--- config.mk ---
export PLATFORM = sky130hd
export DESIGN_NAME = led_pwm_gen
export DESIGN_NICKNAME = d
export VERILOG_FILES = /design/src/rtl/led_pwm_pkg.sv /design/src/rtl/led_pwm_regs.sv /design/src/rtl/led_pwm_core.sv /design/src/rtl/led_pwm_gen.sv
export SDC_FILE = /design/constraint.sdc
export NUM_CORES = 1
export LEC_CHECK = 0
export BUFFER_PORTS_ARGS = -buffer_cell sky130_fd_sc_hd__buf_2
export CAP_MARGIN = 20
export CORE_UTILIZATION = 56
export DETAILED_ROUTE_END_ITERATION = 10
export HOLD_SLACK_MARGIN = 0.05
export PLACE_DENSITY = 0.8
export SLEW_MARGIN = 0
export SYNTH_ARGS = -nofsm -noshare
export SYNTH_HDL_FRONTEND = slang
export SYNTH_SLANG_ARGS = --single-unit
--- constraint.sdc ---
create_clock -name clk -period 3.3 [get_ports clk]
set_clock_uncertainty 0.05 [all_clocks]
set_input_delay 0.99 -clock clk [delete_from_list [all_inputs] [get_ports clk]]
set_output_delay 0.99 -clock clk [all_outputs]
set_load 0.01 [all_outputs]
--- src/rtl/led_pwm_pkg.sv ---
package led_pwm_pkg;

    localparam int REG_W   = 32;
    localparam int ADDR_W  = 3;
    localparam int DUTY_W  = 8;
    localparam int DLY_FLD = 12;   // width of each delay half-field

    localparam int CFG_CLK_BIT  = 2;
    localparam int CFG_UPD_BIT  = 6;
    localparam int CFG_SRST_BIT = 7;

    typedef enum logic [ADDR_W-1:0] {
        A_CFG  = 3'd0,
        A_LIM  = 3'd1,
        A_DLY  = 3'd2,
        A_STEP = 3'd3,
        A_INTV = 3'd4,
        A_ODLY = 3'd5
    } reg_addr_e;

    typedef enum logic [1:0] {
        M_OFF  = 2'd0,
        M_RSVD = 2'd1,
        M_PWM  = 2'd2,
        M_ON   = 2'd3
    } mode_e;

    typedef struct packed {
        logic [7:0] wdt_reload;
        logic       clk_fast;
        mode_e      mode;
    } cfg_t;

    typedef struct packed {
        logic [7:0] max_lvl;
        logic [7:0] duty;
    } lim_t;

    // Pin level for a given mode, step count and duty
    function automatic logic pwm_level(mode_e m, logic [DUTY_W-1:0] step,
                                       logic [DUTY_W-1:0] duty);
        logic lvl;
        case (m)
            M_ON:    lvl = 1'b1;
            M_PWM: begin
                if (duty == '0)      lvl = 1'b0;
                else if (duty == '1) lvl = 1'b1;
                else                 lvl = (step < duty);
            end
            default: lvl = 1'b0;
        endcase
        return lvl;
    endfunction

endpackage

--- src/rtl/led_pwm_regs.sv ---
module led_pwm_regs
    import led_pwm_pkg::*;
#(
    parameter int         LD_W        = 12,
    parameter logic [7:0] WDT_DEFAULT = 8'h14
) (
    input  logic              clk,
    input  logic              rst,
    input  logic [ADDR_W-1:0] reg_addr,
    input  logic              reg_wr,
    input  logic [REG_W-1:0]  reg_wdata,
    output logic [REG_W-1:0]  reg_rdata,
    input  logic              xfer_done,
    output mode_e             mode,
    output logic [DUTY_W-1:0] duty,
    output logic [LD_W-1:0]   ld_hold,
    output logic              xfer_pend,
    output logic              soft_rst
);

    localparam cfg_t CFG_DEFAULT = '{wdt_reload: WDT_DEFAULT, clk_fast: 1'b0, mode: M_OFF};

    cfg_t               cfg_q;
    lim_t               lim_q;
    logic [DLY_FLD-1:0] dly_hi_q;
    logic [7:0]         odly_q;

    logic wr_cfg, wr_lim, wr_dly, wr_odly;

    assign wr_cfg  = reg_wr && (reg_addr == A_CFG);
    assign wr_lim  = reg_wr && (reg_addr == A_LIM);
    assign wr_dly  = reg_wr && (reg_addr == A_DLY);
    assign wr_odly = reg_wr && (reg_addr == A_ODLY);

    assign soft_rst = wr_cfg && reg_wdata[CFG_SRST_BIT];

    always_ff @(posedge clk) begin
        if (rst || soft_rst) begin
            cfg_q <= CFG_DEFAULT;
        end else if (wr_cfg) begin
            cfg_q.wdt_reload <= reg_wdata[15:8];
            cfg_q.clk_fast   <= reg_wdata[CFG_CLK_BIT];
            cfg_q.mode       <= mode_e'(reg_wdata[1:0]);
        end
    end

    always_ff @(posedge clk) begin
        if (rst || soft_rst)
            xfer_pend <= 1'b0;
        else if (wr_cfg && reg_wdata[CFG_UPD_BIT])
            xfer_pend <= 1'b1;
        else if (xfer_done)
            xfer_pend <= 1'b0;
    end

    always_ff @(posedge clk) begin
        if (rst) begin
            lim_q    <= '0;
            ld_hold  <= '0;
            dly_hi_q <= '0;
            odly_q   <= '0;
        end else begin
            if (wr_lim)  lim_q  <= lim_t'(reg_wdata[15:0]);
            if (wr_odly) odly_q <= reg_wdata[7:0];
            if (wr_dly) begin
                ld_hold  <= reg_wdata[LD_W-1:0];
                dly_hi_q <= reg_wdata[2*DLY_FLD-1:DLY_FLD];
            end
        end
    end

    always_comb begin
        reg_rdata = '0;
        case (reg_addr)
            A_CFG: begin
                reg_rdata[15:8]        = cfg_q.wdt_reload;
                reg_rdata[CFG_UPD_BIT] = xfer_pend;
                reg_rdata[CFG_CLK_BIT] = cfg_q.clk_fast;
                reg_rdata[1:0]         = cfg_q.mode;
            end
            A_LIM:  reg_rdata[15:0] = lim_q;
            A_DLY: begin
                reg_rdata[LD_W-1:0]              = ld_hold;
                reg_rdata[2*DLY_FLD-1:DLY_FLD]   = dly_hi_q;
            end
            A_ODLY: reg_rdata[7:0] = odly_q;
            default: reg_rdata = '0;
        endcase
    end

    assign mode = cfg_q.mode;
    assign duty = lim_q.duty;


    pend_hold_chk: assert property (@(posedge clk) disable iff (rst)
        (xfer_pend && !xfer_done && !soft_rst) |=> xfer_pend);


    srst_default_chk: assert property (@(posedge clk) disable iff (rst)
        soft_rst |=> (mode == M_OFF && !xfer_pend && reg_wdata !== 'x
                      && cfg_q.wdt_reload == WDT_DEFAULT));

endmodule

--- src/rtl/led_pwm_core.sv ---
module led_pwm_core
    import led_pwm_pkg::*;
#(
    parameter int LD_W = 12
) (
    input  logic              clk,
    input  logic              rst,
    input  logic              soft_rst,
    input  mode_e             mode,
    input  logic [DUTY_W-1:0] duty,
    input  logic [LD_W-1:0]   ld_hold,
    input  logic              xfer_pend,
    output logic              xfer_done,
    output logic              led_out
);

    logic [LD_W-1:0]   pre_cnt;
    logic [LD_W-1:0]   ld_act;
    logic [DUTY_W-1:0] step_cnt;
    logic              run, tick, boundary;

    assign run       = (mode == M_PWM);
    assign tick      = run && (pre_cnt == ld_act);
    assign boundary  = tick && (step_cnt == '1);
    assign xfer_done = boundary && xfer_pend;

    always_ff @(posedge clk) begin
        if (rst || soft_rst) begin
            pre_cnt  <= '0;
            step_cnt <= '0;
            ld_act   <= '0;
        end else if (!run) begin
            pre_cnt  <= '0;
            step_cnt <= '0;
        end else begin
            if (tick) begin
                pre_cnt  <= '0;
                step_cnt <= step_cnt + 1'b1;
            end else begin
                pre_cnt <= pre_cnt + 1'b1;
            end
            if (xfer_done)
                ld_act <= ld_hold;
        end
    end

    assign led_out = pwm_level(mode, step_cnt, duty);


    idle_clear_chk: assert property (@(posedge clk) disable iff (rst)
        (mode != M_PWM) |=> (step_cnt == '0 && pre_cnt == '0));


    ld_stable_chk: assert property (@(posedge clk) disable iff (rst)
        !(xfer_done || soft_rst) |=> $stable(ld_act));


    step_adv_chk: assert property (@(posedge clk) disable iff (rst)
        (tick && step_cnt != '1 && !soft_rst) |=> step_cnt == $past(step_cnt) + 1'b1);

endmodule

--- src/rtl/led_pwm_gen.sv ---
module led_pwm_gen
    import led_pwm_pkg::*;
#(
    parameter int         LD_W        = 12,
    parameter logic [7:0] WDT_DEFAULT = 8'h14
) (
    input  logic              clk,
    input  logic              rst,
    input  logic [ADDR_W-1:0] reg_addr,
    input  logic              reg_wr,
    input  logic [REG_W-1:0]  reg_wdata,
    output logic [REG_W-1:0]  reg_rdata,
    output logic              led_out
);

    mode_e             mode;
    logic [DUTY_W-1:0] duty;
    logic [LD_W-1:0]   ld_hold;
    logic              xfer_pend, xfer_done, soft_rst;

    led_pwm_regs #(.LD_W(LD_W), .WDT_DEFAULT(WDT_DEFAULT)) u_regs (
        .clk       (clk),
        .rst       (rst),
        .reg_addr  (reg_addr),
        .reg_wr    (reg_wr),
        .reg_wdata (reg_wdata),
        .reg_rdata (reg_rdata),
        .xfer_done (xfer_done),
        .mode      (mode),
        .duty      (duty),
        .ld_hold   (ld_hold),
        .xfer_pend (xfer_pend),
        .soft_rst  (soft_rst)
    );

    led_pwm_core #(.LD_W(LD_W)) u_core (
        .clk       (clk),
        .rst       (rst),
        .soft_rst  (soft_rst),
        .mode      (mode),
        .duty      (duty),
        .ld_hold   (ld_hold),
        .xfer_pend (xfer_pend),
        .xfer_done (xfer_done),
        .led_out   (led_out)
    );


    on_high_chk: assert property (@(posedge clk) disable iff (rst)
        (mode == M_ON) |-> led_out);


    full_duty_chk: assert property (@(posedge clk) disable iff (rst)
        (mode == M_PWM && duty == '1) |-> led_out);

endmodule

==> results of run 1 <==
[report_power, final]
part	leakage (nW)	total, W	internal (W)	switching, W
Sequential	0.744	0.00114	0.00113	0.0000115
Clock	0.120	0.000871	0.000471	0.000400
Combinational	1.09	0.000148	0.0000529	0.0000947
Total	1.95	0.00216	0.00165	0.000506
[sequential cells by signal, summed over array words and instances (netlist names)]
| name | flops |
|---|---|
| u_regs.lim_q | 8 |
| u_regs.mode | 2 |
| u_core.pre_cnt | 12 |
| u_regs.dly_hi_q | 12 |
| u_core.ld_act | 12 |
| u_regs.xfer_pend | 1 |
| u_regs.cfg_q | 9 |
| u_core.step_cnt | 8 |
| u_regs.odly_q | 8 |
| u_regs.duty | 8 |
| u_regs.ld_hold | 12 |
[cell families after synthesis]
family	share of synthesized area
simple gates	0.2624
compound gates	0.1197
flops	0.4185
buf+inv	0.05175
mux	0.07734
xor+xnor	0.04379
fa+ha+maj	0.02559
other cells	0.0008522
[area by class of cell]
cell class	count	share of cell area
clock inverters	5	0.01658
multi-input cells	425	0.4744
clock buffers	11	0.03040
flip-flops and latches	92	0.3704
inverters	9	0.006784
well taps	99	0.02487
repair buffers	67	0.07663
[repair_timing]
item                       4_1_cts  5_1_grt
gates resized for setup          0        4
setup endpoints to repair        0        1
hold buffers                     0        0
[Yosys cell counts (2+ instances only)]
cell	instances	area share
sky130_fd_sc_hd__o31ai_1	4	0.0068
sky130_fd_sc_hd__buf_4	8	0.014
sky130_fd_sc_hd__or4_1	4	0.0068
sky130_fd_sc_hd__xor2_1	18	0.036
sky130_fd_sc_hd__nand2b_1	4	0.0057
sky130_fd_sc_hd__dfxtp_1	92	0.42
sky130_fd_sc_hd__and3_1	6	0.0085
sky130_fd_sc_hd__or2_2	4	0.0057
sky130_fd_sc_hd__o22ai_1	4	0.0057
sky130_fd_sc_hd__a21oi_1	77	0.088
sky130_fd_sc_hd__and2_1	10	0.014
sky130_fd_sc_hd__nor2b_1	3	0.0043
sky130_fd_sc_hd__ha_1	9	0.026
sky130_fd_sc_hd__nand2_1	157	0.13
sky130_fd_sc_hd__o41ai_1	2	0.0040
sky130_fd_sc_hd__o21ai_0	9	0.010
sky130_fd_sc_hd__a21o_1	2	0.0034
sky130_fd_sc_hd__mux2i_1	34	0.077
sky130_fd_sc_hd__buf_2	5	0.0057
sky130_fd_sc_hd__nand4_1	6	0.0085
sky130_fd_sc_hd__nor2_1	31	0.026
sky130_fd_sc_hd__nor3_1	3	0.0034
sky130_fd_sc_hd__xnor2_1	4	0.0080
sky130_fd_sc_hd__buf_1	2	0.0017
sky130_fd_sc_hd__nand3_1	11	0.013
sky130_fd_sc_hd__and4_1	2	0.0040
sky130_fd_sc_hd__clkbuf_1	24	0.020
sky130_fd_sc_hd__inv_1	9	0.0077
sky130_fd_sc_hd__nor4_1	2	0.0028
[metal layers]
layer	global-route usage	routed length, um	up-vias
li1	-	-	1943
met1	0.3377	4668	1828
met2	0.4628	5310	122
met3	0.05808	573	23
met4	0.1075	213	0
met5	0	0	-
[critical path, delay by kind of cell (launching register included)]
kind | cells | cell delay [ns]
AO/OA/AOI/OAI | 4 | 0.73
adder cells (fa/ha/maj) | 1 | 0.31
buffers and inverters | 2 | 0.21
flip-flops | 1 | 0.40
AND/OR/NAND/NOR | 1 | 0.06
[per-stage QoR]
stage	hold slack [ns]	setup WS, ns	util
after floorplan	0.3817	0.1854	-
after global placement	0.3880	0.2604	0.6379
after detailed placement	0.3944	0.2651	0.6386
after CTS	0.4071	0.1193	0.6702
after global routing	0.4293	0.01969	0.6722
final	0.4055	0.1913	0.6722
[final timing paths]
path                                    from                               to  slack (ns)  cells after the start
min reg2reg  u_regs.dly_hi_q[8]$_SDFFE_PP0P_  u_regs.dly_hi_q[8]$_SDFFE_PP0P_        0.41                      2
max reg2reg     u_core.pre_cnt[4]$_SDFF_PP0_     u_core.pre_cnt[4]$_SDFF_PP0_        0.76                      6
max              u_regs.duty[6]$_SDFFE_PP0P_                          led_out        0.19                      8
min          u_regs.dly_hi_q[8]$_SDFFE_PP0P_  u_regs.dly_hi_q[8]$_SDFFE_PP0P_        0.41                      2
==> impl_metrics.ini, run 1 <==
[route]
post-route-drc-count = 0
routed_via_density = 5.531
dr.first_iter.drc_count = 195
detailedRoute.firstPassIterationCount = 5
route.final.wire_length_um = 10770
drt.antenna.violating_nets = 0
num_vias = 3916
avgRoutedWirePerCell_um = 15.20

[timing]
max_freq_ghz = 0.3217
finalCritPeriodShare = 0.9420
timing_hold_violations_final = 0
grt_setup_unrepaired = false
finalMaxSlewViolations = 0
finalSetupViolCount = 0
worstMarginPinSlew_ns = 0.8646
post-route-min-period_ns = 3.109
relative_slew_margins = 0.4222
setup_total_negative_slack_ns = 0

[clock_tree]
clk_latency_ns = 0.36
cts_sinks = 92
cts_bufs_inserted = 9
cts.htree.levels = 3
clockBufferDepth = 2
cts.repair_timing.setup_buffer_count = 0
clkTransAtPathRegs_ns = 0.09
tritoncts = built
ctsRootBufferMaster = sky130_fd_sc_hd__clkbuf_8

[synth]
syn_avg_cell_area_um2 = 7.872
synthCells = 559
synth-seq-cells = 92
synth_enable_flop_cells = 0
synth_cell_types = 42
mapped_area_um2 = 4400
ys_async_sr_fraction = 0
synthFlopType = sky130_fd_sc_hd__dfxtp_1
synth.yosys.warnings = 0
synth_sequential_area_ratio = 0.4185

[floorplan]
floorplan.initialDensity = 0.5940
die-width_um = 90.65
io_pins = 71
dieHeight_um = 90.65
dieArea_um2 = 8217
placement_rows = 31
placeableCoreArea_um2 = 7408

[pwr]
fin_total_pwr_w = 0.002155
p_leak_nw = 1.952
max-vdd-ir-drop_uv = 268.8
power_density_nw_per_um2 = 432.8

[setup_path]
cp_data_arrival_time_ns = 2.07
timing_worst_setup_path_type = flop to primary output
crit_path_max_incr_delay_ns = 0.40
cp.required_ns = 2.26
critical_path_peak_fanout = 5
timing.critical_path.to_type = primary output
worst_setup_path_start_kind = flop
crit_path_top_delay_cell = sky130_fd_sc_hd__dfxtp_2
crit_path_cells = inv_1 -> ha_1 -> a21oi_1 -> nor2b_1 -> a2111oi_1 -> o21ai_1 -> a21oi_1 -> buf_2
crit_top_cell = sky130_fd_sc_hd__a21oi_1

[grt]
pin_count_of_the_biggest_net_entering_global_routing = 38
number_of_antenna_violations_at_the_first_check_in_global_routing = 0
first_pass_grt_wire_length_um = 18110
grt_pass1_vias = 3861
groute.usage.overall = 0.2733
overflow = 0

[job]
max-cap-violations = 0

[layout]
final_common_cell = sky130_fd_sc_hd__nand2_1
antennaDiodeCount = 0
register_area_um2 = 1844
final.fill_count = 622
area_occupied_by_multi_input_gates_um2 = 2362
fin_area_um2 = 4980
post_route_cells_drive_above_1_share = 0.1576
layout.cells.most_common_list = sky130_fd_sc_hd__nand2_1, sky130_fd_sc_hd__dfxtp_1, sky130_fd_sc_hd__a21oi_1
final-instance-count-excl-fill = 708
syn2layout_area_growth_pct = 13.16
finish.net_count = 651

[placed_design]
placed_cells = 691
io_buffers = 54
placed_cell_area_um2 = 4731
hpwl_um = 7491
place.gp.congestion = 0.8507

[worst_hold_path]
worst_hold_path_type = flop to flop

[status]
run_status = finished clean
Note: power is estimated with default switching activity, not from simulation.
==> run 2: changes to the inputs <==
Settings changed: CORE_UTILIZATION 56 to 51, CTS_CLUSTER_DIAMETER from default to 100, PLACE_DENSITY 0.8 to 0.77, SETUP_SLACK_MARGIN from default to 0.02.
Clock period 3.3 ns to 2.7 ns, I/O delays scaled along.
==> run 2 against run 1 <==
Against the previous run:
- the flow now finishes with violations (setup timing)
- flip-flop and latch count did not move
- wire length fell by 1.9%
- worst setup slack got worse by 0.25 ns
- count of clock-buffer cells in the layout did not move
- critical endpoint unchanged
==> impl_metrics.ini, run 2 (synthesis results as in run 1) <==
[layout]
layout.cells.most_common_list = sky130_fd_sc_hd__nand2_1, sky130_fd_sc_hd__dfxtp_1, sky130_fd_sc_hd__a21oi_1
finish.net_count = 666
area_occupied_by_multi_input_gates_um2 = 2420
register_area_um2 = 1858
final_common_cell = sky130_fd_sc_hd__nand2_1
final.fill_count = 702
syn2layout_area_growth_pct = 16.58
post_route_cells_drive_above_1_share = 0.1997
antennaDiodeCount = 0

[floorplan]
placeableCoreArea_um2 = 8299
dieArea_um2 = 9004
placement_rows = 33
io_pins = 71
dieHeight_um = 94.89
floorplan.initialDensity = 0.5302
die-width_um = 94.89

[grt]
groute.usage.overall = 0.2495
global_route.usage.met3 = 0.06280
pin_count_of_the_biggest_net_entering_global_routing = 44
grt-busiest-layer = met2
overflow = 0
number_of_antenna_violations_at_the_first_check_in_global_routing = 0
grt_use_met1 = 0.3209
grt_pass1_vias = 3728
first_pass_grt_wire_length_um = 17470
grt_use_met2 = 0.4167

[timing]
timing_hold_violations_final = 0
grt_setup_unrepaired = true
setup_total_negative_slack_ns = -0.05541
finalMaxSlewViolations = 0
postLayoutSetupSlackWorst_ns = -0.05541
max_freq_ghz = 0.3629
post-route-min-period_ns = 2.755
relative_slew_margins = 0.6665
finalSetupViolCount = 1
worstMarginPinSlew_ns = 0.4990
finalCritPeriodShare = 1.021
holdWs_ns = 0.4061

[pwr]
max-vdd-ir-drop_uv = 313.4
power_density_nw_per_um2 = 481.8
p_leak_nw = 2.016
fin_total_pwr_w = 0.002472

[status]
run_status = complete, but fails checks
failed_checks = setup timing

[setup_path]
endpoint = led_out
worst_setup_path_start_kind = flop
timing.critical_path.to_type = primary output
startpoint = u_regs.duty[6]$_SDFFE_PP0P_
worst_r2r_startpoint = u_core.pre_cnt[9]$_SDFF_PP0_
cp.required_ns = 1.84
reg2reg_depth = 6
cp_data_arrival_time_ns = 1.90
timing.rr.end = u_core.ld_act[4]$_SDFFE_PP0P_
timing_worst_setup_path_type = flop to primary output
timing.reg2reg.setup_slack_ns = 0.50
critical_path_peak_fanout = 2

[clock_tree]
cts_bufs_inserted = 9
clk_latency_ns = 0.36
cts.hold.buffers_added = 0
clockBufferDepth = 2
ctsRootBufferMaster = sky130_fd_sc_hd__clkbuf_8
clkTransAtPathRegs_ns = 0.09
tritoncts = built
cts.htree.levels = 3
cts_sinks = 92

[job]
max-cap-violations = 0

[route]
post-route-drc-count = 0
detailedRoute.firstPassIterationCount = 5
routed_via_density = 5.503
dr.first_iter.drc_count = 224
avgRoutedWirePerCell_um = 14.54
drt.antenna.violating_nets = 0
route.final.wire_length_um = 10560
num_vias = 3995

[placed_design]
place.gp.congestion = 0.8586
hpwl_um = 7479
io_buffers = 54

[worst_hold_path]
worst_hold_path_type = flop to flop
run 2: cell types whose count changed in the layout (fill, tap and decap cells not counted), sizes merged:
cell and delta:
clkinvlp +1, clkbuf +1, clkinv -2, inv -1, bufinv -1, buf +14
run 2: worst max-delay path, stage by stage (launching register included):
cell	delay (ns)
sky130_fd_sc_hd__dfxtp_2	0.35
sky130_fd_sc_hd__inv_2	0.04
sky130_fd_sc_hd__ha_4	0.21
sky130_fd_sc_hd__a21oi_2	0.13
sky130_fd_sc_hd__nor2b_1	0.06
sky130_fd_sc_hd__a2111oi_2	0.27
sky130_fd_sc_hd__o21ai_1	0.14
sky130_fd_sc_hd__a21oi_1	0.18
sky130_fd_sc_hd__buf_2	0.15
run 2: area by class of cell:
type,instances,share of cell area
multi-input combinational,425,0.4717
sequential,92,0.3622
timing repair buffer,82,0.09902
clock buffer,11,0.02756
tap,105,0.02561
clock inverter,2,0.007317
inverter,9,0.006585
run 2: timing repair:
| action | 4_1_cts | 5_1_grt |
|---|---|---|
| pin swaps | 5 | 0 |
| setup endpoints to repair | 1 | 6 |
| buffers inserted | 3 | 0 |
| resized for setup | 20 | 7 |
| cloned | 0 | 1 |
run 2: layer usage:
metal / vias up / part of all wire
li1: 1978 / -
met1: 1865 / 0.44
met2: 135 / 0.49
met3: 17 / 0.062
met4: 0 / 0.015
met5: - / 0
run 2: worst min-delay path by stage:
| stage | start | to | slack, ns | cells past startpoint |
|---|---|---|---|---|
| after floorplan | u_regs.dly_hi_q[10]$_SDFFE_PP0P_ | u_regs.dly_hi_q[10]$_SDFFE_PP0P_ | 0.38 | 2 |
| after global placement | u_regs.dly_hi_q[9]$_SDFFE_PP0P_ | u_regs.dly_hi_q[9]$_SDFFE_PP0P_ | 0.39 | 2 |
| after detailed placement | u_regs.dly_hi_q[6]$_SDFFE_PP0P_ | u_regs.dly_hi_q[6]$_SDFFE_PP0P_ | 0.39 | 2 |
| after CTS | u_regs.dly_hi_q[6]$_SDFFE_PP0P_ | u_regs.dly_hi_q[6]$_SDFFE_PP0P_ | 0.41 | 2 |
| after global routing | u_regs.odly_q[7]$_SDFFE_PP0P_ | u_regs.odly_q[7]$_SDFFE_PP0P_ | 0.42 | 2 |
| final | u_regs.dly_hi_q[9]$_SDFFE_PP0P_ | u_regs.dly_hi_q[9]$_SDFFE_PP0P_ | 0.41 | 2 |
run 2: power by group:
part | switching (W) | internal, W | leakage (nW)
Sequential | 0.0000129 | 0.00137 | 0.748
Clock | 0.000452 | 0.000439 | 0.0874
Combinational | 0.000120 | 0.0000751 | 1.18
run 2: per-stage QoR:
stage | std cells | utilization | setup WS (ns) | instance area, um2
global placement | 708 | 0.5812 | 0.07828 | 4823
CTS | 724 | 0.6131 | -0.004569 | 5089
finish | 726 | 0.6181 | -0.05541 | 5130
detailed placement | 708 | 0.5812 | 0.05046 | 4823
global route | 726 | 0.6181 | -0.1608 | 5130
floorplan | 566 | - | 0.08442 | 4429
